`src/rtl/rxsup_pkg.sv`:
```
package rxsup_pkg;
  typedef enum logic [1:0] {
    PH_IDLE      = 2'd0,
    PH_WAIT_RSSI = 2'd1,
    PH_WAIT_PAY  = 2'd2,
    PH_DONE      = 2'd3
  } rxsup_phase_e;
endpackage

```
`src/rtl/rxsup_rssi_cmp.sv`:
```
module rxsup_rssi_cmp #(
  parameter int unsigned RSSI_W = 8
) (
  input  logic              clk,
  input  logic              rst_n,
  input  logic              rx_en,
  input  logic [RSSI_W-1:0] rssi_val,
  input  logic [RSSI_W-1:0] rssi_thr,
  output logic              hit,
  output logic              irq
);
  logic irq_d;

  assign hit   = rx_en & (rssi_val > rssi_thr);
  assign irq_d = rx_en & (irq | hit);

  always_ff @(posedge clk or negedge rst_n) begin
    if (!rst_n) irq <= 1'b0;
    else        irq <= irq_d;
  end

  AST_HIT_SETS_IRQ: assert property (@(posedge clk) disable iff (!rst_n)
    (rx_en && rssi_val > rssi_thr) |=> irq);
  AST_IRQ_HOLDS: assert property (@(posedge clk) disable iff (!rst_n)
    (rx_en && irq) |=> irq);
endmodule

```
`src/rtl/rxsup_bit_timer.sv`:
```
module rxsup_bit_timer #(
  parameter int unsigned SET_W    = 8,
  parameter int unsigned SCALE_SH = 4
) (
  input  logic             clk,
  input  logic             rst_n,
  input  logic             clr,
  input  logic             run,
  input  logic             tick,
  input  logic [SET_W-1:0] setting,
  output logic             expire
);
  localparam int unsigned CNT_W = SET_W + SCALE_SH;

  logic [CNT_W-1:0] cnt_q;
  logic [CNT_W-1:0] cnt_d;
  logic [CNT_W-1:0] limit;
  logic             armed;
  logic             cnt_en;

  assign limit  = {setting, {SCALE_SH{1'b0}}};
  assign armed  = run & (setting != '0);
  assign cnt_en = armed & tick;
  assign expire = cnt_en & (cnt_q >= (limit - CNT_W'(1)));

  always_comb begin
    cnt_d = cnt_q;
    if (clr)         cnt_d = '0;
    else if (cnt_en) cnt_d = cnt_q + CNT_W'(1);
  end

  always_ff @(posedge clk or negedge rst_n) begin
    if (!rst_n) cnt_q <= '0;
    else        cnt_q <= cnt_d;
  end

  AST_NO_TICK_NO_COUNT: assert property (@(posedge clk) disable iff (!rst_n)
    (!tick && !clr) |=> $stable(cnt_q));
  AST_ZERO_NEVER_EXPIRES: assert property (@(posedge clk) disable iff (!rst_n)
    (setting == '0) |-> !expire);
endmodule

```
`src/rtl/rxsup_phase_ctrl.sv`:
```
module rxsup_phase_ctrl
  import rxsup_pkg::*;
(
  input  logic         clk,
  input  logic         rst_n,
  input  logic         rx_en,
  input  logic         rssi_hit,
  input  logic         payload_rdy,
  input  logic         expire,
  output rxsup_phase_e phase,
  output logic         tmr_clr,
  output logic         tmr_run,
  output logic         timeout_irq
);
  rxsup_phase_e state_q;
  rxsup_phase_e state_d;
  logic         to_q;
  logic         to_d;
  logic         to_set;

  always_comb begin
    state_d = state_q;
    to_set  = 1'b0;
    if (!rx_en) begin
      state_d = PH_IDLE;
    end else begin
      unique case (state_q)
        PH_IDLE:      state_d = rssi_hit ? PH_WAIT_PAY : PH_WAIT_RSSI;
        PH_WAIT_RSSI: begin
          if (rssi_hit) begin
            state_d = PH_WAIT_PAY;
          end else if (expire) begin
            state_d = PH_DONE;
            to_set  = 1'b1;
          end
        end
        PH_WAIT_PAY: begin
          if (payload_rdy) begin
            state_d = PH_DONE;
          end else if (expire) begin
            state_d = PH_DONE;
            to_set  = 1'b1;
          end
        end
        default:      state_d = PH_DONE;
      endcase
    end
  end

  assign to_d        = rx_en & (to_q | to_set);
  assign tmr_clr     = !rx_en || (state_d != state_q);
  assign tmr_run     = (state_q == PH_WAIT_RSSI) || (state_q == PH_WAIT_PAY);
  assign phase       = state_q;
  assign timeout_irq = to_q;

  always_ff @(posedge clk or negedge rst_n) begin
    if (!rst_n) begin
      state_q <= PH_IDLE;
      to_q    <= 1'b0;
    end else begin
      state_q <= state_d;
      to_q    <= to_d;
    end
  end

  AST_PAYLOAD_WINS: assert property (@(posedge clk) disable iff (!rst_n)
    (state_q == PH_WAIT_PAY && payload_rdy && !to_q) |=> !to_q);
  AST_RSSI_WINS: assert property (@(posedge clk) disable iff (!rst_n)
    (state_q == PH_WAIT_RSSI && rssi_hit && !to_q) |=> !to_q);
  AST_TIMEOUT_STICKY: assert property (@(posedge clk) disable iff (!rst_n)
    (rx_en && to_q) |=> to_q);
endmodule

```
`src/rtl/rxsup_supervisor.sv`:
```
module rxsup_supervisor
  import rxsup_pkg::*;
#(
  parameter int unsigned RSSI_W   = 8,
  parameter int unsigned SET_W    = 8,
  parameter int unsigned SCALE_SH = 4
) (
  input  logic              clk,
  input  logic              rst_n,
  input  logic              rx_en,
  input  logic              bit_tick,
  input  logic [RSSI_W-1:0] rssi_val,
  input  logic [RSSI_W-1:0] rssi_thr,
  input  logic [SET_W-1:0]  rx_start_to,
  input  logic [SET_W-1:0]  rssi_to,
  input  logic              payload_rdy,
  output logic              rssi_irq,
  output logic              timeout_irq
);
  logic [1:0]       rst_sync_q;
  logic             rst_int_n;
  logic             hit;
  logic             expire;
  logic             tmr_clr;
  logic             tmr_run;
  logic [SET_W-1:0] cur_setting;
  rxsup_phase_e     phase;

  always_ff @(posedge clk or negedge rst_n) begin
    if (!rst_n) rst_sync_q <= 2'b00;
    else        rst_sync_q <= {rst_sync_q[0], 1'b1};
  end
  assign rst_int_n = rst_sync_q[1];

  assign cur_setting = (phase == PH_WAIT_PAY) ? rssi_to : rx_start_to;

  rxsup_rssi_cmp #(.RSSI_W(RSSI_W)) u_cmp (
    .clk      (clk),
    .rst_n    (rst_int_n),
    .rx_en    (rx_en),
    .rssi_val (rssi_val),
    .rssi_thr (rssi_thr),
    .hit      (hit),
    .irq      (rssi_irq)
  );

  rxsup_bit_timer #(.SET_W(SET_W), .SCALE_SH(SCALE_SH)) u_tmr (
    .clk     (clk),
    .rst_n   (rst_int_n),
    .clr     (tmr_clr),
    .run     (tmr_run),
    .tick    (bit_tick),
    .setting (cur_setting),
    .expire  (expire)
  );

  rxsup_phase_ctrl u_ctrl (
    .clk         (clk),
    .rst_n       (rst_int_n),
    .rx_en       (rx_en),
    .rssi_hit    (hit),
    .payload_rdy (payload_rdy),
    .expire      (expire),
    .phase       (phase),
    .tmr_clr     (tmr_clr),
    .tmr_run     (tmr_run),
    .timeout_irq (timeout_irq)
  );

  AST_EXIT_CLEARS: assert property (@(posedge clk) disable iff (!rst_int_n)
    !rx_en |=> (!rssi_irq && !timeout_irq));
  AST_NOT_RX_NO_EXPIRE: assert property (@(posedge clk) disable iff (!rst_int_n)
    (phase == PH_IDLE) |-> !expire);
endmodule

```
`config.mk`:
```
export PLATFORM = sky130hd
export DESIGN_NAME = rxsup_supervisor
export DESIGN_NICKNAME = d
export VERILOG_FILES = /design/src/rtl/rxsup_pkg.sv /design/src/rtl/rxsup_rssi_cmp.sv /design/src/rtl/rxsup_bit_timer.sv /design/src/rtl/rxsup_phase_ctrl.sv /design/src/rtl/rxsup_supervisor.sv
export SDC_FILE = /design/constraint.sdc
export NUM_CORES = 1
export LEC_CHECK = 0
export ABC_AREA = 1
export BUFFER_PORTS_ARGS = -buffer_cell sky130_fd_sc_hd__buf_2
export CAP_MARGIN = 20
export CORE_MARGIN = 2
export CORE_UTILIZATION = 47
export DETAILED_ROUTE_END_ITERATION = 10
export GPL_TIMING_DRIVEN = 0
export PLACE_DENSITY_LB_ADDON = 0.08
export SETUP_SLACK_MARGIN = 0.05
export SYNTH_ARGS = -nofsm -noshare
export SYNTH_HDL_FRONTEND = slang
export SYNTH_SLANG_ARGS = --single-unit
```
`constraint.sdc`:
```
create_clock -name clk -period 0.8 [get_ports clk]
set_clock_uncertainty 0.05 [all_clocks]
set_input_delay 0.2 -clock clk [delete_from_list [all_inputs] [get_ports clk]]
set_output_delay 0.2 -clock clk [all_outputs]
set_load 0.05 [all_outputs]
```
==> results.yml <==
logic_synthesis:
  ys_ff_latch: 18
  synth_fp_nets: 301
  yosys-top-cells-area: "dfrtp_1, ha_1, nand2_1"
  synth_cells: 243
  yosys_warnings: 0
  yosysTopAreaCell: "dfrtp_1"
  synth_top_area_share_pct: 26.1
  ys_async_sr_fraction_pct: 100
  ys.flop_type: "dfrtp_1"
  netlist_area_um2: 1730
  synth_common_cells: "nand2_1, inv_1, ha_1, dfrtp_1, nor2_1"
  syn_area_per_cell_um2: 7.10
  ys_seq_area_share_pct: 26.1
  synth.most_common_cell: "nand2_1"
  synth_edf_count: 0
  netlist-cell-type-count: 25
run:
  maxCapViolCount: 0
sta:
  hold_viol: 0
  setup_violations: 18
  drv_slew: 0
  period_share_pct: 371
  rsz0062_at_grt: "true"
  fmax_ghz: 0.337
  setup_tns_ns: -32.10
  setup_slack_ns: -2.17
  fin_crit_ns: 2.97
placed_design:
  portBuffers: 38
  dpl.cell_count: 329
  gp_congestion: 0.776
  pre_cts_ws_ns: -2.28
  dpl_cell_area_um2: 2110
  detailed_place_hpwl_mm: 2.56
worst_setup_path:
  slowest_delay_ns: 0.43
  cp.arrival_ns: 3.10
  cpMostUsedCell: "nand2_2"
  startpoint_type: "flop"
  critPathKind: "reg -> reg"
  cp.required_ns: 0.94
  cp-end-kind: "flop"
  cp_max_fo: 5
  slowest_stage: "dfrtp_2"
  crit_chain: "ha_4 -> buf_16 -> o21ai_4 -> nand2_4 -> nor2_4 -> nand2_2 -> xor2_1 -> inv_1 -> ha_4 -> nand2_4 -> nor2_4 -> nand3_2 -> nand3_2 -> nand3_2 -> nand2_2 -> nand2_2 -> nand2_1 -> nand2_1 -> nand2_2 -> nand3_4 -> buf_8 -> nor2_4"
finish:
  nets: 370
  fin_cells: 359
  drive_above_1_share_pct: 50.8
  design_area_um2: 2740
  area_growth_pct: 58.8
  antenna_cells: 0
run_status:
  violations: "negative setup slack"
  outcome: "finished, violations left"
drt:
  postRouteAntennaNets: 0
  firstDrtPassIters: 4
  via_per_inst: 4.66
  avgRoutedWirePerCell_um: 10.6
  vias: 1674
  drc: 0
  drt-total-wl_mm: 3.81
  drt-initial-drc-count: 65
floorplanning:
  dieHeight_um: 64.6
  rows: 22
  die_x_um: 64.6
  core_area_um2: 3610
  design.die.area_um2: 4170
  ios: 39
  initial_core_util_pct: 47.8
cts:
  clkLatencyLatePin_ns: 0.25
  cts_sinks: 18
  htreeDepth: 1
  path_clk_slew_ns: 0.07
  cts_root_buf: "clkbuf_8"
  cts_made_buffers: 3
  clk_path_buf_depth: 2
  cts_tree: "built"
global_route:
  grt_max_degree: 17
  grt_pass1_wl_mm: 6.24
  grt_pass1_vias: 1565
  antenna_found_initial: 0
  grt_usage_pct: 18.4
  grt_overflow: 0
min_path:
  hp-class: "reg -> async"
power:
  power.density_nw_per_um2: 1700
  p_leak_nw: 1.34
  ir_drop_uv: 1020
==> layer usage <==
metal	vias to the layer above	global-route usage [%]	routed length [um]
met4	0	1.86	18
li1	878	-	-
met5	-	0	0
met2	36	36.3	2070
met1	758	21.5	1610
met3	2	2.60	112
==> worst max-delay path: cells and delay by family (launching register included) <==
kind | cells | cell delay, ns
AND/OR/NAND/NOR | 15 | 1.25
adder cells (fa/ha/maj) | 2 | 0.49
flip-flops | 1 | 0.43
buffers and inverters | 3 | 0.40
AO/OA/AOI/OAI | 1 | 0.17
XOR/XNOR | 1 | 0.12
==> area by class of cell <==
cell class,instances,area [um2]
buffer,2,30.0
sequential,18,455
inverter,48,210
timing repair buffer,64,478
clock buffer,4,55.1
fill,267,866
multi-input combinational,175,1450
tap,48,60.1
==> flip-flops by register name, indices dropped and copies added (netlist names) <==
signal / cells
u_tmr.cnt_q: 12
rst_sync_q: 2
u_ctrl.phase: 2
u_cmp.irq: 1
u_ctrl.timeout_irq: 1
==> repair_timing <==
| action | CTS | global route |
|---|---|---|
| setup buffers | 14 | 9 |
| resized for setup | 34 | 46 |
| cloned | 2 | 0 |
| endpoints found under the setup margin | 34 | 18 |
| hold buffers | 1 | 0 |
| endpoints found under the hold margin | 2 | 0 |
| pin swaps | 5 | 24 |
==> worst paths after layout <==
path	start	to	slack, ns	cells past startpoint
max	u_ctrl.phase[1]$_DFF_PN0_	u_tmr.cnt_q[8]$_DFFE_PN0P_	-2.17	22
min	rst_sync_q[1]$_DFF_PN0_	u_ctrl.phase[0]$_DFF_PN0_	0.12	0
max reg2reg	u_ctrl.phase[1]$_DFF_PN0_	u_tmr.cnt_q[8]$_DFFE_PN0P_	-2.17	22
min reg2reg	rst_sync_q[1]$_DFF_PN0_	u_ctrl.phase[0]$_DFF_PN0_	0.12	0
max in group asynchronous	rst_sync_q[1]$_DFF_PN0_	u_ctrl.phase[1]$_DFF_PN0_	0.31	0
min in group clk	rx_en	u_cmp.irq$_DFF_PN0_	0.17	3
==> per-stage QoR <==
stage | hold slack [ns] | power (W) | utilization [%]
floorplan | -0.146 | 0.00241 | -
global placement | -0.0649 | 0.00276 | 58.6
detailed placement | -0.0625 | 0.00278 | 58.6
CTS | 0.139 | 0.00423 | 68.7
global route | 0.167 | 0.00496 | 76.0
finish | 0.122 | 0.00465 | 76.0
==> kinds of logic after synthesis <==
kind of cell / Yosys count / synth area share [%]
XOR/XNOR: 15 / 7.61
other: 1 / 0.217
AND/OR/NAND/NOR: 114 / 30.3
flip-flops: 18 / 26.1
adder cells (fa/ha/maj): 21 / 15.2
AO/OA/AOI/OAI: 24 / 8.77
buffers and inverters: 50 / 11.7
==> report_power, final <==
part / total (W) / switching, W / internal [W]
sequential: 0.00102 / 0.0000593 / 0.000963
clock: 0.000730 / 0.000294 / 0.000437
combinational: 0.00290 / 0.00158 / 0.00132
==> cells in the final DEF, fill, tap and decap left out, types with 5 or more instances in the layout <==
cell type	n
nand2_1	46
inv_1	37
buf_2	33
buf_4	19
nand2_2	17
dfrtp_1	14
xor2_1	12
nor2_4	12
ha_4	11
nor2_2	10
ha_1	10
nand2_4	8
nor2_1	8
buf_6	8
a21oi_1	6
nand3_1	6
o21ai_4	5
inv_2	5
a21oi_2	5
Power figures use the tool's default switching activity.
